### src/rtl/xchg_pkg.sv
package xchg_pkg;
  typedef enum logic {
    LD_IDLE = 1'b0,
    LD_RUN  = 1'b1
  } ld_state_e;
endpackage

### src/rtl/xchg_load_seq.sv
module xchg_load_seq
  import xchg_pkg::*;
#(
  parameter int DEPTH = 32,
  localparam int AW = $clog2(DEPTH)
) (
  input  logic             clk,
  input  logic             rst_n,
  input  logic             upd,
  input  logic             wr_en,
  input  logic [AW-1:0]    wr_addr,
  output logic             sel,
  output logic [DEPTH-1:0] pending,
  output logic [DEPTH-1:0] copy_now
);
  ld_state_e        state_q, state_n;
  logic [AW-1:0]    cnt_q, cnt_n;
  logic [DEPTH-1:0] dirty_q, dirty_n;
  logic             sel_q, sel_n;

  assign sel = sel_q;

  always_comb begin
    for (int i = 0; i < DEPTH; i++) begin
      pending[i]  = (state_q == LD_RUN) && !dirty_q[i] && (AW'(i) >= cnt_q);
      copy_now[i] = pending[i] && ((AW'(i) == cnt_q) || upd) &&
                    !(wr_en && (wr_addr == AW'(i)));
    end
  end

  always_comb begin
    sel_n   = sel_q;
    cnt_n   = cnt_q;
    state_n = state_q;
    dirty_n = dirty_q;
    if (upd) begin
      sel_n   = ~sel_q;
      cnt_n   = '0;
      state_n = LD_RUN;
      dirty_n = '0;
    end else if (state_q == LD_RUN) begin
      cnt_n = cnt_q + AW'(1);
      if (wr_en) dirty_n[wr_addr] = 1'b1;
      if (cnt_q == AW'(DEPTH - 1)) state_n = LD_IDLE;
    end
  end

  always_ff @(posedge clk or negedge rst_n) begin
    if (!rst_n) begin
      sel_q   <= 1'b0;
      cnt_q   <= '0;
      state_q <= LD_IDLE;
      dirty_q <= '0;
    end else begin
      sel_q   <= sel_n;
      cnt_q   <= cnt_n;
      state_q <= state_n;
      dirty_q <= dirty_n;
    end
  end

  assert_swap_on_publish_R11: assert property (@(posedge clk) disable iff (!rst_n)
    upd |=> (sel_q != $past(sel_q)));
  assert_no_swap_idle_R11: assert property (@(posedge clk) disable iff (!rst_n)
    !upd |=> $stable(sel_q));
  assert_load_starts_R11: assert property (@(posedge clk) disable iff (!rst_n)
    upd |=> (state_q == LD_RUN) && (cnt_q == '0));
  assert_load_ends_R11: assert property (@(posedge clk) disable iff (!rst_n)
    (!upd && state_q == LD_RUN && cnt_q == AW'(DEPTH - 1)) |=> (state_q == LD_IDLE));
endmodule

### src/rtl/xchg_bank_store.sv
module xchg_bank_store #(
  parameter int DEPTH = 32,
  parameter int W     = 8,
  localparam int AW = $clog2(DEPTH)
) (
  input  logic             clk,
  input  logic             rst_n,
  input  logic             upd,
  input  logic             sel,
  input  logic [DEPTH-1:0] pending,
  input  logic [DEPTH-1:0] copy_now,
  input  logic             wr_en,
  input  logic [AW-1:0]    wr_addr,
  input  logic [W-1:0]     wr_data,
  input  logic             own_rd_en,
  input  logic [AW-1:0]    own_rd_addr,
  output logic [W-1:0]     own_rd_data,
  input  logic             peer_rd_en,
  input  logic [AW-1:0]    peer_rd_addr,
  output logic [W-1:0]     peer_rd_data
);
  logic [1:0][DEPTH-1:0][W-1:0] mem_q, mem_n;
  logic [W-1:0] own_q, own_n, peer_q, peer_n;
  logic [DEPTH-1:0][W-1:0] pub_view;

  assign pub_view = mem_q[~sel];

  always_comb begin
    mem_n = mem_q;
    for (int i = 0; i < DEPTH; i++) begin
      if (wr_en && (wr_addr == AW'(i))) mem_n[sel][i] = wr_data;
      else if (copy_now[i])             mem_n[sel][i] = mem_q[~sel][i];
    end
  end

  always_comb begin
    own_n  = own_q;
    peer_n = peer_q;
    if (own_rd_en)
      own_n = pending[own_rd_addr] ? mem_q[~sel][own_rd_addr] : mem_q[sel][own_rd_addr];
    if (peer_rd_en)
      peer_n = mem_q[~sel][peer_rd_addr];
  end

  always_ff @(posedge clk or negedge rst_n) begin
    if (!rst_n) begin
      mem_q  <= '0;
      own_q  <= '0;
      peer_q <= '0;
    end else begin
      mem_q  <= mem_n;
      own_q  <= own_n;
      peer_q <= peer_n;
    end
  end

  assign own_rd_data  = own_q;
  assign peer_rd_data = peer_q;

  assert_pub_bank_frozen_R3: assert property (@(posedge clk) disable iff (!rst_n)
    !upd |=> $stable(pub_view));
  assert_peer_hold_R10: assert property (@(posedge clk) disable iff (!rst_n)
    !peer_rd_en |=> $stable(peer_rd_data));
  assert_own_hold_R10: assert property (@(posedge clk) disable iff (!rst_n)
    !own_rd_en |=> $stable(own_rd_data));
endmodule

### src/rtl/xchg_channel.sv
module xchg_channel #(
  parameter int DEPTH = 32,
  parameter int W     = 8,
  localparam int AW = $clog2(DEPTH)
) (
  input  logic          clk,
  input  logic          rst_n,
  input  logic          upd,
  input  logic          wr_en,
  input  logic [AW-1:0] wr_addr,
  input  logic [W-1:0]  wr_data,
  input  logic          own_rd_en,
  input  logic [AW-1:0] own_rd_addr,
  output logic [W-1:0]  own_rd_data,
  input  logic          peer_rd_en,
  input  logic [AW-1:0] peer_rd_addr,
  output logic [W-1:0]  peer_rd_data
);
  logic             sel;
  logic [DEPTH-1:0] pending, copy_now;

  xchg_load_seq #(.DEPTH(DEPTH)) u_seq (
    .clk, .rst_n, .upd, .wr_en, .wr_addr,
    .sel, .pending, .copy_now
  );

  xchg_bank_store #(.DEPTH(DEPTH), .W(W)) u_store (
    .clk, .rst_n, .upd, .sel, .pending, .copy_now,
    .wr_en, .wr_addr, .wr_data,
    .own_rd_en, .own_rd_addr, .own_rd_data,
    .peer_rd_en, .peer_rd_addr, .peer_rd_data
  );
endmodule

### src/rtl/xchg_exchange_mem.sv
module xchg_exchange_mem #(
  parameter int DEPTH = 32,
  parameter int W     = 8,
  localparam int AW = $clog2(DEPTH)
) (
  input  logic          clk,
  input  logic          rst_n,
  input  logic          a_wr_en,
  input  logic [AW-1:0] a_wr_addr,
  input  logic [W-1:0]  a_wr_data,
  input  logic          a_own_rd_en,
  input  logic [AW-1:0] a_own_rd_addr,
  output logic [W-1:0]  a_own_rd_data,
  input  logic          a_publish,
  input  logic          a_peer_rd_en,
  input  logic [AW-1:0] a_peer_rd_addr,
  output logic [W-1:0]  a_peer_rd_data,
  input  logic          b_wr_en,
  input  logic [AW-1:0] b_wr_addr,
  input  logic [W-1:0]  b_wr_data,
  input  logic          b_own_rd_en,
  input  logic [AW-1:0] b_own_rd_addr,
  output logic [W-1:0]  b_own_rd_data,
  input  logic          b_publish,
  input  logic          b_peer_rd_en,
  input  logic [AW-1:0] b_peer_rd_addr,
  output logic [W-1:0]  b_peer_rd_data
);
  logic [1:0] rst_sync_q;
  logic       rst_int_n;

  always_ff @(posedge clk or negedge rst_n) begin
    if (!rst_n) rst_sync_q <= 2'b00;
    else        rst_sync_q <= {rst_sync_q[0], 1'b1};
  end
  assign rst_int_n = rst_sync_q[1];

  // Channel from side A (producer) to side B (consumer)
  xchg_channel #(.DEPTH(DEPTH), .W(W)) u_a2b (
    .clk, .rst_n(rst_int_n), .upd(a_publish),
    .wr_en(a_wr_en), .wr_addr(a_wr_addr), .wr_data(a_wr_data),
    .own_rd_en(a_own_rd_en), .own_rd_addr(a_own_rd_addr), .own_rd_data(a_own_rd_data),
    .peer_rd_en(b_peer_rd_en), .peer_rd_addr(b_peer_rd_addr), .peer_rd_data(b_peer_rd_data)
  );

  // Channel from side B (producer) to side A (consumer)
  xchg_channel #(.DEPTH(DEPTH), .W(W)) u_b2a (
    .clk, .rst_n(rst_int_n), .upd(b_publish),
    .wr_en(b_wr_en), .wr_addr(b_wr_addr), .wr_data(b_wr_data),
    .own_rd_en(b_own_rd_en), .own_rd_addr(b_own_rd_addr), .own_rd_data(b_own_rd_data),
    .peer_rd_en(a_peer_rd_en), .peer_rd_addr(a_peer_rd_addr), .peer_rd_data(a_peer_rd_data)
  );
endmodule

### config.mk
export PLATFORM = sky130hd
export DESIGN_NAME = xchg_exchange_mem
export DESIGN_NICKNAME = d
export VERILOG_FILES = /design/src/rtl/xchg_pkg.sv /design/src/rtl/xchg_load_seq.sv /design/src/rtl/xchg_bank_store.sv /design/src/rtl/xchg_channel.sv /design/src/rtl/xchg_exchange_mem.sv
export SDC_FILE = /design/constraint.sdc
export NUM_CORES = 2
export LEC_CHECK = 0
export CORE_MARGIN = 1
export CORE_UTILIZATION = 26
export DETAILED_ROUTE_END_ITERATION = 7
export DONT_BUFFER_PORTS = 1
export PLACE_DENSITY = 0.4
export SYNTH_ARGS = -nofsm -noshare
export SYNTH_HDL_FRONTEND = slang
export SYNTH_SLANG_ARGS = --single-unit
### constraint.sdc
create_clock -name clk -period 54.2 [get_ports clk]
set_input_delay 8.13 -clock clk [delete_from_list [all_inputs] [get_ports clk]]
set_output_delay 8.13 -clock clk [all_outputs]
set_load 0.02 [all_outputs]
==> flow_summary_export.csv <==
group,metric,value,unit
setup_path,critical_path_class,"in2reg",
place,portBuffers,0,
synthesis,ys_ff_latch,1136,
setup_path,slowest_delay,1170,ps
die,dieArea,0.295,mm²
grt,grt_max_degree,281,
synthesis,synth_top_area_share,37.3,%
clock_tree,post_cts_buffers,0,
grt,grt_use_total,22.5,%
synthesis,synth_area_leaders,"dfrtp_1 37%, mux4_2 23%, a22oi_1 4.5%, a21oi_1 3.7%, o22a_1 3.7%",
route,vias,65401,
grt,overflow,0,
clock_tree,cts_max_level,4,
sta,hold_slack,271,ps
layout,final_layout_size_suffix_gt1_share,18.1,%
place,place_hpwl,225000,µm
sta,postLayoutSetupSlackWorst,43530,ps
synthesis,synth_edf_count,0,
layout,nets,6649,
layout,finalNonFillerCells,10611,
clock_tree,cts_root_buf,"clkbuf_16",
synthesis,yosys_most_used_dff,"dfrtp_1",
layout,final_common_cell,"dfrtp_1",
setup_path,start_kind,"input port",
layout,n_fill_cell,29922,
route,drt-initial-drc-count,8261,
clock_tree,clkSlewWorstSetupHoldPaths,60,ps
route,route.detailed.wl_per_inst,32.1,µm
sta,tns,0,ps
setup_path,crit_slowest_cell,"nor2_1",
sta,finalHoldViolations,0,
synthesis,synth_top_area_cell,"dfrtp_1",
place,gp_congestion,0.927,
clock_tree,cts.hold.buffers_added,0,
grt,grt_pass1_wl,485000,µm
layout,final_area,0.0839,mm²
hold_path,worstHoldPathType,"reg2async",
place,dpl_cell_area,0.0787,mm²
place,post-place-ws,42770,ps
clock_tree,cts_tree,"built",
outcome,status,"finished, violations left",
layout,area_growth,10.2,%
synthesis,yosysUniqueCellTypes,80,
sta,clock_skew,95.8,ps
sta,finalSetupViolCount,0,
setup_path,end_kind,"register",
route,first_pass_iters,6,
route,drc,0,
clock_tree,cts.sinks,1136,
synthesis,ys_warn_count,0,
sta,fin_crit,10670,ps
synthesis,postSynthAreaPerCell,10.7,µm²
die,start_util,26.2,%
setup_path,critPathMaxFanout,17,
layout,mostFrequentLayoutCells,"1,133 x dfrtp_1, 787 x mux4_2, 608 x nor2_1",
pwr,p_per_area,59.1,mW/mm²
synthesis,yosysSeqAreaShare,37.3,%
sta,max_freq,93.8,MHz
die,die_y,543,µm
grt,grt_pass1_vias,61680,
outcome,violations,"max-capacitance violations",
synthesis,async_reset_ff_share,100,%
sta,tightest_slew,1490,ps
die,core-area,0.291,mm²
synthesis,synthesis.nets,7164,
clock_tree,ctsResizeCount,0,
clock_tree,clk_latency,880,ps
setup_path,crit_chain,"nor2b_1 -> nand2_1 -> nor2_1 -> nor2_1 -> a22o_1 -> a22o_1",
synthesis,syn-cell-area,0.0762,mm²
route,ant_nets,0,
pwr,ir_worst_vdd,0.0000906,V
route,vias_per_cell,6.16,
clock_tree,numCtsBuffers,160,
die,rows,198,
sta,slew_violations,0,
sta,post-route-period-util,19.7,%
pwr,leakage,0.0303,µW
die,io_pins,88,
sta,slew_headroom,0.448,%
setup_path,required,54880,ps
setup_path,crit_arrival,11350,ps
sta,rsz0062_at_grt,"no",
route,wl,340000,µm
clock_tree,cts.path.max_buffers,4,
place,dp_cells,10322,
run,max-cap-violations,1,
die,die_w,543,µm
grt,antenna_found_initial,18,
synthesis,syn_inst,7100,
## layer usage
layer  GRT usage [%]  up-vias  share of wire [%]
met5               0        -              0.013
met4            6.42        6                3.0
met3            5.02      430                9.1
met2            34.0     2966                 45
met1            32.0    34898                 43
li1                -    27101                  -
## flip-flops by register name, indices dropped and copies added, names as in the netlist, 2 cells and up
signal and flops:
u_a2b.u_store.mem_q 512, u_b2a.u_store.mem_q 512, u_a2b.u_seq.dirty_q 32, u_b2a.u_seq.dirty_q 32
u_a2b.u_store.own_rd_data 8, u_a2b.u_store.peer_rd_data 8, u_b2a.u_store.own_rd_data 8, u_b2a.u_store.peer_rd_data 8
u_a2b.u_seq.cnt_q 5, u_b2a.u_seq.cnt_q 5, rst_sync_q 2
## per-stage QoR
stage                     util (%)  power, µW
after floorplan                  -       3100
after global placement        27.0       3810
after detailed placement      27.0       3860
after CTS                     28.8       4960
after global routing          28.8       5200
final                         28.8       4960
## cell type report
type	instances	area, µm²	share of cell area [%]
multi-input cells	5158	44500	53.0
flip-flops and latches	1136	28400	33.9
well taps	3900	4880	5.81
clock buffers	236	4700	5.60
repair buffers	99	856	1.02
clock inverters	43	474	0.565
inverters	30	113	0.134
diodes	9	22.5	0.0268
## report_power, final
group	switching [µW]	internal, µW	leakage, µW
registers	489	1190	0.0132
logic	1180	1030	0.0145
clock network	449	630	0.00255
total	2110	2850	0.0303
## cell families after synthesis
| family | count (synthesis) | synth area share [%] |
|---|---|---|
| AOI/OAI and AO/OA | 2641 | 23.4 |
| adders and majority gates | 8 | 0.131 |
| other | 1 | 0.00492 |
| and+or+nand+nor | 1513 | 8.64 |
| DFF | 1136 | 37.3 |
| buffers and inverters | 806 | 4.49 |
| muxes | 987 | 25.9 |
| xor gates and xnor gates | 8 | 0.0920 |
## critical path: cells and delay by family
kind	cells	cell delay, ps
compound gates	2	490
simple gates	4	2710
## path summary, 6_finish.rpt
kind | endpoint | start | slack, ps | cells after the start
max | u_a2b.u_store.mem_q[342] | a_wr_addr[1] | 43530 | 6
min | u_b2a.u_store.mem_q[420] | rst_sync_q[1] | 270 | 0
max reg2reg | u_b2a.u_store.peer_rd_data[7] | u_b2a.u_seq.sel | 48000 | 8
min reg2reg | u_b2a.u_store.mem_q[420] | rst_sync_q[1] | 270 | 0
max in group asynchronous | rst_sync_q[1] | rst_n | 47120 | 0
min in group clk | rst_sync_q[1] | rst_sync_q[0] | 350 | 0
## cells in the mapped netlist, types with 48 or more instances
cell and n:
buf_1 102, a21oi_1 557, mux4_2 787, nand3_1 48
nor2_1 612, o22ai_1 436, a22o_1 236, buf_2 166
nand2b_1 49, o22a_1 318, dfrtp_1 1136, a22oi_1 456
nand2_1 528, clkbuf_1 463, mux2i_1 176, o21ai_0 383
nor2b_1 56
No activity file was read; power rests on OpenSTA's default activity.
